`config.mk`:
```
export PLATFORM = sky130hd
export DESIGN_NAME = can_irq_flags
export DESIGN_NICKNAME = d
export VERILOG_FILES = /design/src/rtl/can_irq_pkg.sv /design/src/rtl/can_irq_evt.sv /design/src/rtl/can_irq_flag_bank.sv /design/src/rtl/can_irq_rd_port.sv /design/src/rtl/can_irq_flags.sv
export SDC_FILE = /design/constraint.sdc
export NUM_CORES = 1
export LEC_CHECK = 0
export ABC_AREA = 1
export BUFFER_PORTS_ARGS = -buffer_cell sky130_fd_sc_hd__buf_2
export CELL_PAD_IN_SITES_DETAIL_PLACEMENT = 1
export CELL_PAD_IN_SITES_GLOBAL_PLACEMENT = 1
export CORE_MARGIN = 5
export CORE_UTILIZATION = 29
export CTS_BUF_LIST = sky130_fd_sc_hd__clkbuf_4 sky130_fd_sc_hd__clkbuf_8
export CTS_CLUSTER_SIZE = 40
export DETAILED_ROUTE_END_ITERATION = 16
export GPL_TIMING_DRIVEN = 0
export PLACE_DENSITY = 0.94
export SYNTH_ARGS = -nofsm -noshare
export SYNTH_HDL_FRONTEND = slang
export SYNTH_SLANG_ARGS = --single-unit
```
`constraint.sdc`:
```
create_clock -name clk -period 1.6 [get_ports clk]
set_clock_uncertainty 0.15 [all_clocks]
set_input_delay 0.24 -clock clk [delete_from_list [all_inputs] [get_ports clk]]
set_output_delay 0.24 -clock clk [all_outputs]
set_load 0.005 [all_outputs]
```
`src/rtl/can_irq_pkg.sv`:
```
// Package: flag positions, widths and the bundled status type shared by
// the interrupt flag register and its submodules.
// Assumes: flag bit positions are fixed, because software decodes them.
package can_irq_pkg;

    localparam int NFLAG  = 11;   // number of interrupt flags
    localparam int NTXB   = 3;    // number of transmit buffers
    localparam int RD_W   = 32;   // bus read width

    // Flag bit positions (decoded by software, so kept fixed)
    localparam int F_RX   = 0;
    localparam int F_TX1  = 1;
    localparam int F_EW   = 2;
    localparam int F_OVR  = 3;
    localparam int F_WAKE = 4;
    localparam int F_PAS  = 5;
    localparam int F_ARB  = 6;
    localparam int F_BERR = 7;
    localparam int F_ID   = 8;
    localparam int F_TX2  = 9;
    localparam int F_TX3  = 10;

    // Status and event inputs bundled for the detector
    typedef struct packed {
        logic            rx_avail;
        logic [NTXB-1:0] tx_free;
        logic            ovr;
        logic            err;
        logic            bus;
        logic            passive;
        logic            sleeping;
        logic            bus_act;
        logic            arb_lost;
        logic            bus_err;
        logic            id_rcvd;
    } can_stat_t;

    // Map transmit buffer number (0-based) to its flag position
    function automatic int tx_flag_idx(input int b);
        if (b == 0)      return F_TX1;
        else if (b == 1) return F_TX2;
        else             return F_TX3;
    endfunction

endpackage

```
`src/rtl/can_irq_evt.sv`:
```
// Module: can_irq_evt
// Turns the status inputs into one set request per flag. Each request is
// a level, a rising edge or a change in either direction.
// Assumes: inputs are synchronous to clk. The previous-value copies follow
// the inputs on every clock, reset included, so a change made while reset
// is held never shows up as an event afterwards.
module can_irq_evt
    import can_irq_pkg::*;
(
    input  logic             clk,
    input  can_stat_t        stat,
    output logic [NFLAG-1:0] evt
);

    logic [NTXB-1:0] tx_q;
    logic            ovr_q;
    logic            err_q;
    logic            bus_q;
    logic            pas_q;

    // Keep a one-cycle-old copy of every edge- or change-sensitive status bit
    always_ff @(posedge clk) begin
        tx_q  <= stat.tx_free;
        ovr_q <= stat.ovr;
        err_q <= stat.err;
        bus_q <= stat.bus;
        pas_q <= stat.passive;
    end

    logic [NTXB-1:0] tx_rise;

    // Rising-edge detection for each transmit buffer
    for (genvar b = 0; b < NTXB; b++) begin : g_tx
        assign tx_rise[b] = stat.tx_free[b] & ~tx_q[b];
    end

    // Assemble the per-flag requests in register bit order
    always_comb begin
        evt          = '0;
        evt[F_RX]    = stat.rx_avail;
        for (int b = 0; b < NTXB; b++) begin
            evt[tx_flag_idx(b)] = tx_rise[b];
        end
        evt[F_EW]    = (stat.err ^ err_q) | (stat.bus ^ bus_q);
        evt[F_OVR]   = stat.ovr & ~ovr_q;
        evt[F_WAKE]  = stat.sleeping & stat.bus_act;
        evt[F_PAS]   = stat.passive ^ pas_q;
        evt[F_ARB]   = stat.arb_lost;
        evt[F_BERR]  = stat.bus_err;
        evt[F_ID]    = stat.id_rcvd;
    end

endmodule

```
`src/rtl/can_irq_flag_bank.sv`:
```
// Module: can_irq_flag_bank
// Holds the flag bits. A bit is set by a request whose enable is high in
// that cycle and cleared by a read. A set in the same cycle beats the clear.
// Assumes: the clear is a one-cycle strobe. Level-type requests re-assert
// themselves on every cycle, which keeps their flags alive across reads.
module can_irq_flag_bank #(
    parameter int W = 11
) (
    input  logic         clk,
    input  logic         rst_n,
    input  logic [W-1:0] req,
    input  logic [W-1:0] en,
    input  logic         clr,
    output logic [W-1:0] flags
);

    for (genvar i = 0; i < W; i++) begin : g_bit
        logic hit;
        assign hit = req[i] & en[i];

        // One flag: reset to 0, set wins over read-clear, else hold
        always_ff @(posedge clk) begin
            if (!rst_n)
                flags[i] <= 1'b0;
            else if (hit)
                flags[i] <= 1'b1;
            else if (clr)
                flags[i] <= 1'b0;
        end
    end

endmodule

```
`src/rtl/can_irq_rd_port.sv`:
```
// Module: can_irq_rd_port
// Presents the flag word on the read bus, zero-extended, and forms the
// interrupt request.
// Assumes: W <= DW.
module can_irq_rd_port #(
    parameter int W  = 11,
    parameter int DW = 32
) (
    input  logic [W-1:0]  flags,
    output logic [DW-1:0] rd_data,
    output logic          irq
);

    localparam int PAD = DW - W;

    // Zero-extend the flag word onto the bus
    assign rd_data = {{PAD{1'b0}}, flags};

    // Request is any flag set
    assign irq = |flags;

endmodule

```
`src/rtl/can_irq_flags.sv`:
```
// Module: can_irq_flags (top)
// CAN interrupt flag register. It joins the event detector, the flag bank
// and the read port.
// Assumes: all inputs are synchronous to clk, rst_n is synchronous and
// active low, and rd_en is high for one cycle per read.
module can_irq_flags
    import can_irq_pkg::*;
(
    input  logic             clk,
    input  logic             rst_n,
    input  logic             rx_avail,
    input  logic [NTXB-1:0]  tx_free,
    input  logic             ovr_stat,
    input  logic             err_stat,
    input  logic             bus_stat,
    input  logic             passive_st,
    input  logic             sleeping,
    input  logic             bus_act,
    input  logic             arb_lost,
    input  logic             bus_err,
    input  logic             id_rcvd,
    input  logic [NFLAG-1:0] irq_en,
    input  logic             rd_en,
    output logic [RD_W-1:0]  rd_data,
    output logic             irq
);

    can_stat_t        stat;
    logic [NFLAG-1:0] evt;
    logic [NFLAG-1:0] flags;

    // Bundle the status pins for the detector
    always_comb begin
        stat.rx_avail = rx_avail;
        stat.tx_free  = tx_free;
        stat.ovr      = ovr_stat;
        stat.err      = err_stat;
        stat.bus      = bus_stat;
        stat.passive  = passive_st;
        stat.sleeping = sleeping;
        stat.bus_act  = bus_act;
        stat.arb_lost = arb_lost;
        stat.bus_err  = bus_err;
        stat.id_rcvd  = id_rcvd;
    end

    can_irq_evt u_evt (
        .clk  (clk),
        .stat (stat),
        .evt  (evt)
    );

    can_irq_flag_bank #(.W(NFLAG)) u_bank (
        .clk   (clk),
        .rst_n (rst_n),
        .req   (evt),
        .en    (irq_en),
        .clr   (rd_en),
        .flags (flags)
    );

    can_irq_rd_port #(.W(NFLAG), .DW(RD_W)) u_rd (
        .flags   (flags),
        .rd_data (rd_data),
        .irq     (irq)
    );

endmodule

```
==> metrics <==
Filler cells=approximately 340; switching part of the total=0.2423; minimum clock period=roughly 1.5 ns; grt total ovfl=0; first-pass GRT wire length=~3500 um; Ports=60; Starting DRT DRC Count=2; cell taking the most area after synthesis=dfxtp_1; Root Buffer=clkbuf_4; RSZ-0062 raised after global routing=yes; number of global-route vias before repair=just over 800; Synth cell types=15; sequential area share after synthesis=0.4601; status=finished, final reports clean; total CTS buffers=3; Rows=18; Ys Warns=0; HPWL after DPL=1890 um; pin count of the biggest net entering global routing=11; Die Ht=roughly 62 um; Pint=~710 uW; Tcrit/Tclk final=0.9673; total core area=about 0.0025 mm2; CP startpoint kind=flop; CP required=1.21 ns; All-Layer GR Usage=0.1224; critical path class=flop to output port; Sequential Power Share=0.517; routability cong.=between 0.6 and 0.7; DP Area=0.001086 mm2; routed len/inst=between 10 and 15 um; Seq cells post-synth=18; number of detailed-route iterations in the first pass=2; CTS sink cnt=18; final setup violation count=0; clk buf depth=2; Leak Pwr=0.6698 nW; DRC=0; via count=about 780; Via density=about 4; wirelength, routed=~2300 um; P&R area growth vs syn=53.19%; final instance area=approximately 0.0012 mm2; Max rail drop VDD=0.0003722 V; post-route ant nets=0; Max Cap Viol=0; # nets final=193; Clock transition at path regs=0.10 ns; Post-Syn Area=783.3 um2; Clock Power Share=0.295; antenna violations before repair=0; worst-path fanout max=3; # diodes=0; combinational share of power=0.188; PwrDens=between 700 and 800 mW/mm2; Final Max Slew Viols=0; WHS=0.04289 ns; post-synth top area share=0.4601; Max Clk Rate=around 650 MHz; Worst Path Arrival=about 1.2 ns; syn_area_per_cell=around 8.2 um2; Die ar.=slightly below 0.004 mm2; cell count after synthesis=96; layout cells sized above 1=0.4242; Initial Utilization=0.3105; largest cells by area after synthesis=dfxtp_1 (46%), buf_4 (20%), nand2_1 (12%), a21oi_1 (6.4%), nand3b_1 (3.8%); htree depth=1; Critical Path End Type=output port; net switching power=about 230 uW; chip width=around 62 um; CTS tree=built; Hold Vio Cnt, Final=0; Hold WC Path Type=primary input to flop; Clock Latency Late Sink=approximately 0.28 ns; postcts setup bufs=0; number of buffers added on ports=38
## power by group through the flow
stage               clock network [mW]  registers, mW  logic, mW
CTS                              0.294          0.485      0.173
finish                           0.277          0.485      0.176
floorplan                            0          0.494     0.0929
global route                     0.305          0.489      0.198
detailed placement                   0          0.495      0.159
global placement                     0          0.493      0.152
## flip-flops by register name, summed over array words and instances, names as in the netlist
name / count
u_bank.flags: 11
u_evt.bus_q: 1
u_evt.err_q: 1
u_evt.ovr_q: 1
u_evt.pas_q: 1
u_evt.tx_q: 3
## critical path, stage by stage (launching register included)
cell     delay [ns]
dfxtp_2        0.34
nor2_1         0.11
nand2_1        0.08
nor3_2         0.12
nand3_1        0.08
buf_2          0.14
## cell usage after synthesis
master,count
a21oi_1,10
nand3b_1,4
inv_2,1
xor2_1,1
a21oi_2,1
dfxtp_1,18
buf_2,1
conb_1,1
nor2_1,3
nand3_1,2
buf_6,1
buf_4,21
nor3_1,2
nand2_1,25
inv_1,5
## what timing repair did
item,CTS,global route
resized for setup,1,2
hold endpoints to repair,7,0
pin swaps,0,0
setup endpoints to repair,1,1
hold buffers,7,0
## metrics by stage
| stage | setup TNS (ns) | setup slack [ns] | instances | util | total power [mW] |
|---|---|---|---|---|---|
| finish | 0 | 0.05224 | 195 | 0.4757 | 0.9381 |
| global route | -0.04473 | -0.04473 | 195 | 0.4757 | 0.9919 |
| CTS | 0 | 0.03138 | 195 | 0.4747 | 0.9518 |
| detailed placement | 0 | 0.3061 | 184 | 0.4306 | 0.6536 |
| global placement | 0 | 0.3133 | 184 | 0.4306 | 0.6449 |
| floorplan | 0 | 0.5453 | 116 | - | 0.5871 |
## final cells by class
class,count,area [um2],share of cell area
Tap cell,30,37.54,0.03128
Sequential cell,18,362.8,0.3024
Clock buffer,4,36.28,0.03024
Timing Repair Buffer,45,260.3,0.2169
Inverter,6,22.52,0.01877
Buffer,23,173.9,0.1449
Multi-Input combinational cell,69,306.5,0.2555
## placed cells by master (no fill, tap or decap), types with 3 or more instances in the layout
cell type / count
nand2_1: 25
nor2_1: 3
a21oi_1: 10
inv_1: 5
buf_2: 39
dfxtp_1: 16
dlygate4sd3_1: 7
conb_1: 21
buf_4: 21
nand3b_1: 4
clkbuf_4: 3
## path summary, 6_finish.rpt
| check | from | to | slack (ns) | depth (start not counted) |
|---|---|---|---|---|
| max | u_bank.flags[4] | irq | 0.05 | 5 |
| max reg2reg | u_evt.bus_q | u_bank.flags[2] | 0.67 | 6 |
| min | bus_act | u_bank.flags[4] | 0.04 | 3 |
| min reg2reg | u_bank.flags[0] | u_bank.flags[0] | 0.33 | 2 |
## layer usage
| layer | vias up | global-route usage | wire [um] |
|---|---|---|---|
| li1 | 397 | - | - |
| met1 | 350 | 0.1160 | 742 |
| met2 | 28 | 0.2589 | 1357 |
| met3 | 2 | 0.03306 | 184 |
| met4 | 0 | 0.01515 | 21 |
| met5 | - | 0 | 0 |
## kinds of logic (layout without fill, tap and decap cells)
group | after synthesis | in the layout | share of synthesized area
compound gates | 11 | 11 | 0.07508
xor+xnor | 1 | 1 | 0.01118
buf+inv | 29 | 78 | 0.2508
flops | 18 | 18 | 0.4601
other cells | 1 | 21 | 0.004788
simple gates | 36 | 36 | 0.1981
Note: power is estimated with default switching activity, not from simulation.
